===== src/rtl/rxq_pkg.sv =====
package rxq_pkg;

  // Fill threshold selected by the two trigger-select bits.
  function automatic int unsigned trig_level(input logic [1:0] sel);
    case (sel)
      2'b00:   return 1;
      2'b01:   return 4;
      2'b10:   return 8;
      default: return 14;
    endcase
  endfunction

endpackage


===== src/rtl/rxq_store.sv =====
module rxq_store #(
  parameter int DEPTH = 16,
  parameter int WIDTH = 8,
  localparam int IDXW = $clog2(DEPTH)
) (
  input  logic             clk,
  input  logic             wr_en,
  input  logic [IDXW-1:0]  wr_idx,
  input  logic [WIDTH-1:0] wr_data,
  input  logic [IDXW-1:0]  rd_idx,
  output logic [WIDTH-1:0] rd_data
);

  // No reset on the array, so it maps onto distributed RAM.
  logic [WIDTH-1:0] mem [DEPTH];

  always_ff @(posedge clk) begin
    if (wr_en) mem[wr_idx] <= wr_data;
  end

  assign rd_data = mem[rd_idx];

endmodule


===== src/rtl/rxq_timer.sv =====
module rxq_timer #(
  parameter int ETU_CYCLES = 16,
  localparam int TICKS = 15 * ETU_CYCLES,
  localparam int TW = $clog2(TICKS + 1)
) (
  input  logic clk,
  input  logic rst,
  input  logic load,
  input  logic cancel,
  output logic expire
);

  logic [TW-1:0] cnt;

  // The final tick is reported unless the same cycle restarts or cancels the timer.
  assign expire = (cnt == TW'(1)) && !load && !cancel;

  always_ff @(posedge clk) begin
    if (rst || cancel)    cnt <= '0;
    else if (load)        cnt <= TW'(TICKS);
    else if (cnt != '0)   cnt <= cnt - TW'(1);
  end

  assert_timer_bound_R5: assert property (@(posedge clk) disable iff (rst)
    cnt <= TW'(TICKS));

endmodule


===== src/rtl/uart_rxq.sv =====
module uart_rxq #(
  parameter int DEPTH = 16,
  parameter int ETU_CYCLES = 16,
  localparam int IDXW = $clog2(DEPTH),
  localparam int CNTW = $clog2(DEPTH + 1)
) (
  input  logic            clk,
  input  logic            rst,
  input  logic            rx_enable,
  input  logic            rx_valid,
  input  logic [7:0]      rx_byte,
  input  logic [1:0]      trig_sel,
  input  logic            fifo_flush,
  input  logic            int_enable,
  input  logic            flag_clear,
  input  logic            pop,
  output logic [7:0]      head_byte,
  output logic [CNTW-1:0] fill_count,
  output logic            rx_ready,
  output logic            rx_irq
);

  logic [IDXW-1:0] wr_idx, rd_idx;
  logic [CNTW-1:0] count, count_nxt, trig;
  logic            push_ok, pop_ok, at_trig, tmr_load, tmr_cancel, expire;
  logic            rdy_nxt;
  logic [7:0]      rd_data;

  assign trig    = CNTW'(rxq_pkg::trig_level(trig_sel));
  assign push_ok = rx_valid && rx_enable && (count != CNTW'(DEPTH)) && !fifo_flush;
  assign pop_ok  = pop && (count != '0) && !fifo_flush;

  always_comb begin
    if (fifo_flush) count_nxt = '0;
    else            count_nxt = count + CNTW'(push_ok) - CNTW'(pop_ok);
  end

  assign at_trig    = push_ok && (count_nxt >= trig);
  assign tmr_load   = push_ok && !at_trig;
  assign tmr_cancel = fifo_flush || at_trig;

  always_comb begin
    if (fifo_flush)                        rdy_nxt = 1'b0;
    else if (at_trig || expire)            rdy_nxt = 1'b1;
    else if (pop_ok && (count_nxt < trig)) rdy_nxt = 1'b0;
    else if (flag_clear)                   rdy_nxt = 1'b0;
    else                                   rdy_nxt = rx_ready;
  end

  always_ff @(posedge clk) begin
    if (rst || fifo_flush) begin
      wr_idx <= '0;
      rd_idx <= '0;
    end else begin
      if (push_ok) wr_idx <= (wr_idx == IDXW'(DEPTH - 1)) ? '0 : wr_idx + IDXW'(1);
      if (pop_ok)  rd_idx <= (rd_idx == IDXW'(DEPTH - 1)) ? '0 : rd_idx + IDXW'(1);
    end
  end

  always_ff @(posedge clk) begin
    if (rst) begin
      count    <= '0;
      rx_ready <= 1'b0;
      rx_irq   <= 1'b0;
    end else begin
      count    <= count_nxt;
      rx_ready <= rdy_nxt;
      rx_irq   <= rdy_nxt && int_enable;
    end
  end

  rxq_store #(.DEPTH(DEPTH), .WIDTH(8)) u_store (
    .clk     (clk),
    .wr_en   (push_ok),
    .wr_idx  (wr_idx),
    .wr_data (rx_byte),
    .rd_idx  (rd_idx),
    .rd_data (rd_data)
  );

  rxq_timer #(.ETU_CYCLES(ETU_CYCLES)) u_timer (
    .clk    (clk),
    .rst    (rst),
    .load   (tmr_load),
    .cancel (tmr_cancel),
    .expire (expire)
  );

  assign head_byte  = (count == '0) ? 8'h00 : rd_data;
  assign fill_count = count;

  assert_count_bound_R1: assert property (@(posedge clk) disable iff (rst)
    fill_count <= CNTW'(DEPTH));

  assert_flush_empties_R3: assert property (@(posedge clk) disable iff (rst)
    fifo_flush |=> (fill_count == '0) && !rx_ready);

  assert_full_discard_R7: assert property (@(posedge clk) disable iff (rst)
    (fill_count == CNTW'(DEPTH)) && !pop && !fifo_flush |=> fill_count == CNTW'(DEPTH));

  assert_disabled_ignored_R8: assert property (@(posedge clk) disable iff (rst)
    !rx_enable && !pop && !fifo_flush |=> $stable(fill_count));

  assert_empty_pop_R9: assert property (@(posedge clk) disable iff (rst)
    (fill_count == '0) && pop && !(rx_valid && rx_enable) |=> fill_count == '0);

endmodule


===== config.mk =====
export PLATFORM = sky130hd
export DESIGN_NAME = uart_rxq
export DESIGN_NICKNAME = d
export VERILOG_FILES = /design/src/rtl/rxq_pkg.sv /design/src/rtl/rxq_store.sv /design/src/rtl/rxq_timer.sv /design/src/rtl/uart_rxq.sv
export SDC_FILE = /design/constraint.sdc
export NUM_CORES = 1
export LEC_CHECK = 0
export ABC_AREA = 1
export BUFFER_PORTS_ARGS = -buffer_cell sky130_fd_sc_hd__buf_2
export CAP_MARGIN = 0
export CORE_MARGIN = 8
export CORE_UTILIZATION = 65
export DETAILED_ROUTE_END_ITERATION = 8
export PLACE_DENSITY_LB_ADDON = 0.08
export SYNTH_ARGS = -nofsm -noshare
export SYNTH_HDL_FRONTEND = slang
export SYNTH_SLANG_ARGS = --single-unit

===== constraint.sdc =====
create_clock -name clk -period 5.14 [get_ports clk]
set_input_delay 1.028 -clock clk [delete_from_list [all_inputs] [get_ports clk]]
set_output_delay 1.028 -clock clk [all_outputs]
set_load 0.1 [all_outputs]

==> results of run 1 <==
[layout make-up]
class,count,area (µm²)
repair buffers,36,190
multi-input cells,342,1900
fillers,700,2430
clock inverters,12,124
flip-flops and latches,155,4390
inverters,46,183
well taps,133,166
clock buffers,20,435
[per-stage QoR]
| step | utilization, % | hold WS (ns) | cells |
|---|---|---|---|
| after global routing | 75.2 | 0.526 | 744 |
| final | 75.2 | 0.496 | 744 |
| after global placement | 69.5 | 0.478 | 712 |
| after floorplan | - | 0.447 | 566 |
| after CTS | 75.2 | 0.494 | 744 |
| after detailed placement | 69.5 | 0.489 | 712 |
[kinds of logic (layout without fill, tap and decap cells)]
kind of cell,Yosys count,in the layout,share of synthesized area (%)
and+or+nand+nor,187,187,12.8
xor gates and xnor gates,5,5,0.664
AOI/OAI and AO/OA,132,132,11.8
DFF,155,155,66.5
buffers and inverters,69,114,4.69
adders and majority gates,18,18,3.53
[worst max-delay path by stage]
stage                           to  slack [ns]  cells past startpoint
finish                head_byte[7]        1.08                      8
floorplan             head_byte[0]        1.06                      5
global placement          rx_ready        1.17                     21
global route          head_byte[1]        0.94                      8
detailed placement  u_timer.cnt[6]        1.08                     20
CTS                   head_byte[1]        1.16                      8
[cells in the final DEF, fill, tap and decap left out, types with 2 or more instances in the layout]
master      count
a21oi_1        21
buf_2          32
buf_4           4
bufinv_16       2
clkbuf_1        2
clkbuf_16      16
clkbuf_8        2
clkinv_2        5
clkinvlp_4      4
dfxtp_1        26
edfxtp_1      128
ha_1           17
inv_1          40
inv_2           4
nand2_1        34
nand3_1        27
nand4_1         5
nor2_1        105
nor2_4          2
nor3_1          2
nor3_2          3
nor4_1          2
o21ai_0        69
o21ai_1         5
o221ai_1       24
o22ai_1         8
o31ai_1         2
xnor2_1         3
xor2_1          2
[power by group through the flow]
stage	clock network (W)	logic, W	registers (W)
finish	0.00117	0.000491	0.00142
global route	0.00123	0.000542	0.00143
CTS	0.00118	0.000489	0.00142
detailed placement	0	0.000487	0.00145
global placement	0	0.000469	0.00145
floorplan	0	0.000359	0.00147
[registers in the layout, summed over array words and instances, names as in the netlist, named ones only]
register and count:
fill_count 5, rd_idx 4, rx_irq 1, rx_ready 1, u_store.mem 128, u_timer.cnt 8, wr_idx 4
[critical path: stages (launching register included)]
cell and delay (ns):
dfxtp_2 0.49, inv_4 0.54, o21ai_0 0.18, o22ai_1 0.17, nor2_1 0.07, nor2_1 0.12
o21ai_1 0.14, a21oi_1 0.28, buf_2 0.49
[routing by layer]
metal / share of wire (%) / vias up / global-route usage (%) / routed length (µm)
li1: - / 2106 / - / -
met5: 0 / - / 0 / 0
met2: 50 / 211 / 37.7 / 7320
met3: 8.2 / 34 / 5.79 / 1190
met1: 39 / 2149 / 26.6 / 5630
met4: 2.9 / 0 / 11.9 / 418
==> results.md, run 1 <==
- Internal: 0.00223 W
- Final setup violating endpoints: 0
- Synthesized area: 6600 µm²
- H-tree depth: 4
- Nets: 634
- Hold WC Path Type: register to register
- Die W: 117 µm
- Mean number of vias per cell: 6.05
- Gpl congestion: 0.857
- Clk pwr share: 38.0%
- Switching power: 0.000853 W
- Max Cap Viol: 0
- Critical R2R Capture: rx_ready
- RSZ-0062 raised after global routing: false
- Max VDD drop: 336 µV
- Yosys synthesis warning count: 0
- Fmax: 246 MHz
- Critical Path End Type: primary output
- Post-CTS Resized: 0
- Area contributors post-synth: edfxtp_1 58%, dfxtp_1 8.2%, nor2_1 6.0%, o21ai_0 5.2%, ha_1 3.2%
- Minimum clock period: 4.06 ns
- DRC violations left: 0
- Area after DPL: 6830 µm²
- Number of setup buffers added after CTS: 0
- Pwr/cell area: 418 nW/µm²
- Leakage: 2.64 nW
- Status: completed
- Sequential power share: 46.1%
- Routed WL: 14600 µm
- Least-Margin Pin Slew: 1.01 ns
- Area growth from synthesis to layout: 12.0%
- Vias in the first global route: 4519
- Arrival time worst endpoint: 3.04 ns
- Row count: 36
- Relative slew slack: 32.4%
- Register area share after synthesis: 66.5%
- Sw frac: 27.6%
- WL/cell: 19.6 µm
- GRT Residual Overflow: 0
- Height of the die: 117 µm
- Reg2reg path depth: 22
- GRT Util Overall: 22.7%
- DP HPWL: 8900 µm
- Crit Path Category: register to primary output
- Largest fanout on the critical path: 64
- Clock sink total: 155
- Synth top cells by count: 128 x edfxtp_1, 105 x nor2_1, 69 x o21ai_0
- Final worst slack: 1.08 ns
- Vias: 4500
- Clk slew on worst S/H paths: 0.06 ns
- Finished Cell Area: 7390 µm²
- Comb pwr share: 15.9%
- Top cell type's share of synthesized area: 58.3%
- CTS tree: yes
- Mean area per synthesized cell: 11.7 µm²
- Post-synth top area cell: edfxtp_1
- Post-synth ARST share: 0%
- Fin. Hold Viols: 0
- Syn nets: 602
- Hold Crit Endpoint: u_timer.cnt[3]
- Number of synthesized flops with an enable pin: 128
- Area of the die: 13600 µm²
- Worst Path Required: 4.11 ns
- Total power: 0.00309 W
- Layout cells sized above 1: 14.1%
- Main synth FF type: edfxtp_1
- Antenna-violating nets left: 0
- Largest net degree at the start of global routing: 65
- Mapped Cells: 566
- Final critical-path share of the clock period: 79.1%
- Post-Place Worst Slack: 1.08 ns
- 1st-pass router iterations: 5
- Clock buffer depth: 2
- Clk root buf: clkbuf_8
- Skew-Pair Late Insertion Delay: 0.52 ns
- IO buf count: 32
- Worst setup SP type: register
- Antenna diodes: 0
- Setup_tns: 0 ns
- Initial Util: 67.2%
- FF-to-FF setup slack: 1.56 ns
- Max-slew violations: 0
- Antenna violations before repair: 0
- FF+latch count, synth: 155
- TritonCTS buffer count: 17
- DRT iter0 DRCs: 401
- Clock skew: 0.00809 ns
- Worst hold path startpoint: u_timer.cnt[3]
- Core area: 9820 µm²
- First-pass GRT wire length: 22600 µm
- Cts hold-fix bufs: 0
- Reg2reg start: fill_count[2]
- Ports: 33
- Count leader, synth: edfxtp_1
- Worst hold stages: 2
- Netlist cell types: 39
No activity file was read; power rests on OpenSTA's default activity.
==> run 2, diff against run 1 <==
CORE_UTILIZATION = 55   (was 65)
clock period = 3.54 ns   (was 5.14 ns; I/O delays follow)
==> results.md, run 2 (synthesis results as in run 1) <==
- Status: completed
- Crit Path Category: register to primary output
- Ports: 33 (unchanged)
- Skew-Pair Late Insertion Delay: 0.42 ns (-0.10 ns)
- Final non-filler cell total: 781 (+5.0%)
- Area of the die: 15800 µm² (+16%)
- DP HPWL: 9490 µm (+6.7%)
- Initial Util: 55.6% (-12 points)
- Area growth from synthesis to layout: 16.2%
- TritonCTS buffer count: 17 (unchanged)
- Critical Path End Type: primary output
- Top layer used by detailed routing: met4
- WL/cell: 19.0 µm (-2.7%)
- Vias: 4488 (-0.27%)
- Commonest non-fill, non-tap cell in the layout: edfxtp_1
- Routed metal-1 wire length: 6270 µm (+11%)
- Largest fanout on the critical path: 46 (-28%)
- Vias in the first global route: 4509 (-0.22%)
- Clk slew on worst S/H paths: 0.06 ns (about the same)
- Clock buffer depth: 2 (unchanged)
- Max FFs per register: 128 (unchanged)
- Height of the die: 126 µm (+7.5%)
- Antenna-violating nets left: 0 (unchanged)
- Top flop regs: u_store.mem x128, u_timer.cnt x8, fill_count x5
- Final critical-path share of the clock period: 94.8%
- IO buf count: 32 (unchanged)
- Hold WC Path Type: register to register
- Area after DPL: 7020 µm² (+2.8%)
- H-tree depth: 4 (unchanged)
- Leakage: 2.79 nW (+5.7%)
- Max VDD drop: 384 µV (+14%)
- Routed WL: 14900 µm (+2.1%)
- First-pass GRT wire length: 23500 µm (+3.9%)
- Core area: 11900 µm² (+21%)
- Fin. Hold Viols: 0 (unchanged)
- Total power: 0.00466 W (+51%)
- Antenna violations before repair: 0 (unchanged)
- Nets: 657 (+3.6%)
- GRT Util Overall: 19.4% (-3.3 points)
- CTS tree: yes
- Worst Path Required: 2.83 ns (-1.28 ns)
- Clock skew: 0.0109 ns (+0.00283 ns)
- DRT iter0 DRCs: 318 (-21%)
- Gpl congestion: 0.840 (-2.0%)
- Minimum clock period: 3.35 ns
- Largest net degree at the start of global routing: 51 (-22%)
- Max-slew violations: 0 (unchanged)
- Layout cells sized above 1: 18.9% (+4.9 points)
- Clock sink total: 155 (unchanged)
- Arrival time worst endpoint: 2.65 ns (-0.39 ns)
- Pwr/cell area: 608 nW/µm² (+45%)
- Worst setup SP type: register
- Setup_tns: 0 ns (unchanged)
- Least-Margin Pin Slew: 0.910 ns (-0.101 ns)
- Finished Cell Area: 7660 µm² (+3.8%)
- Fmax: 298 MHz
- DRC violations left: 0 (unchanged)
- Metal3 WL: 763 µm (-36%)
- Die W: 126 µm (+7.5%)
- Largest reg by FF count: u_store.mem
- Cts hold-fix bufs: 0 (unchanged)
- Antenna diodes: 0 (unchanged)
- 1st-pass router iterations: 4 (-1)
- GRT Residual Overflow: 0 (unchanged)
- Final setup violating endpoints: 0 (unchanged)
- Clk root buf: clkbuf_16
- RSZ-0062 raised after global routing: false
- Commonest cells after routing, fill and taps aside: 128 x edfxtp_1, 104 x nor2_1, 68 x o21ai_0
- Inst Count DP: 748 (+5.1%)
- Relative slew slack: 39.1% (+6.8 points)
- Max Cap Viol: 0 (unchanged)
- Met2 WL: 7570 µm (+3.5%)
- Mean number of vias per cell: 5.75 (-5.0%)
- Row count: 40 (+11%)
==> run 2: changes by cell type in the layout (fill, tap and decap cells not counted), sizes merged <==
cell / before / now
buf: 36 / 59
clkbuf: 20 / 25
clkinv: 6 / 3
clkinvlp: 4 / 1
bufinv: 2 / 3
==> run 2: path summary, 6_finish.rpt <==
path                      start              to  slack, ns  depth (start not counted)
setup / recovery       register    head_byte[3]       0.19                          7
hold / removal        rd_idx[2]       rd_idx[2]       0.49                          2
setup reg to reg  fill_count[2]  u_timer.cnt[6]       0.30                         21
hold reg to reg       rd_idx[2]       rd_idx[2]       0.49                          2
==> run 2: layout make-up <==
| class | instances | area (µm²) |
|---|---|---|
| Multi-Input combinational cell | 342 | 1930 |
| Inverter | 46 | 183 |
| Timing Repair Buffer | 59 | 367 |
| Fill cell | 908 | 4200 |
| Clock buffer | 25 | 495 |
| Tap cell | 147 | 184 |
| Clock inverter | 7 | 113 |
| Sequential cell | 155 | 4400 |
==> run 2: through the flow <==
stage / util [%] / hold slack, ns / worst slack (ns)
after floorplan: - / 0.447 / 0.104
after global placement: 59.2 / 0.466 / -0.00833
after detailed placement: 59.2 / 0.474 / -0.0879
after CTS: 64.3 / 0.488 / 0.124
after global routing: 64.6 / 0.499 / 0.0113
final: 64.6 / 0.489 / 0.185
==> run 2: metal layers <==
layer  up-vias  GRT usage (%)
li1       2152              -
met1      2169           23.1
met2       141           33.0
met3        26           4.46
met4         0           8.31
met5         -              0
==> run 2: power by group <==
group          internal [W]  leakage [nW]  switching [W]
clock network       0.00118         0.297       0.000677
logic              0.000221          1.12       0.000510
registers           0.00202          1.37      0.0000461
==> run 2: worst max-delay path, cell delays in order (launching register included) <==
cell     delay, ns
dfxtp_2       0.42
inv_4         0.38
buf_4         0.32
nor2_1        0.08
o22ai_1       0.17
o21ai_0       0.14
a21oi_1       0.22
buf_2         0.46
==> run 2: timing repair <==
action / 4_1_cts / 5_1_grt
gates resized for setup: 0 / 10
endpoints found under the setup margin: 0 / 7
buffers inserted: 0 / 1
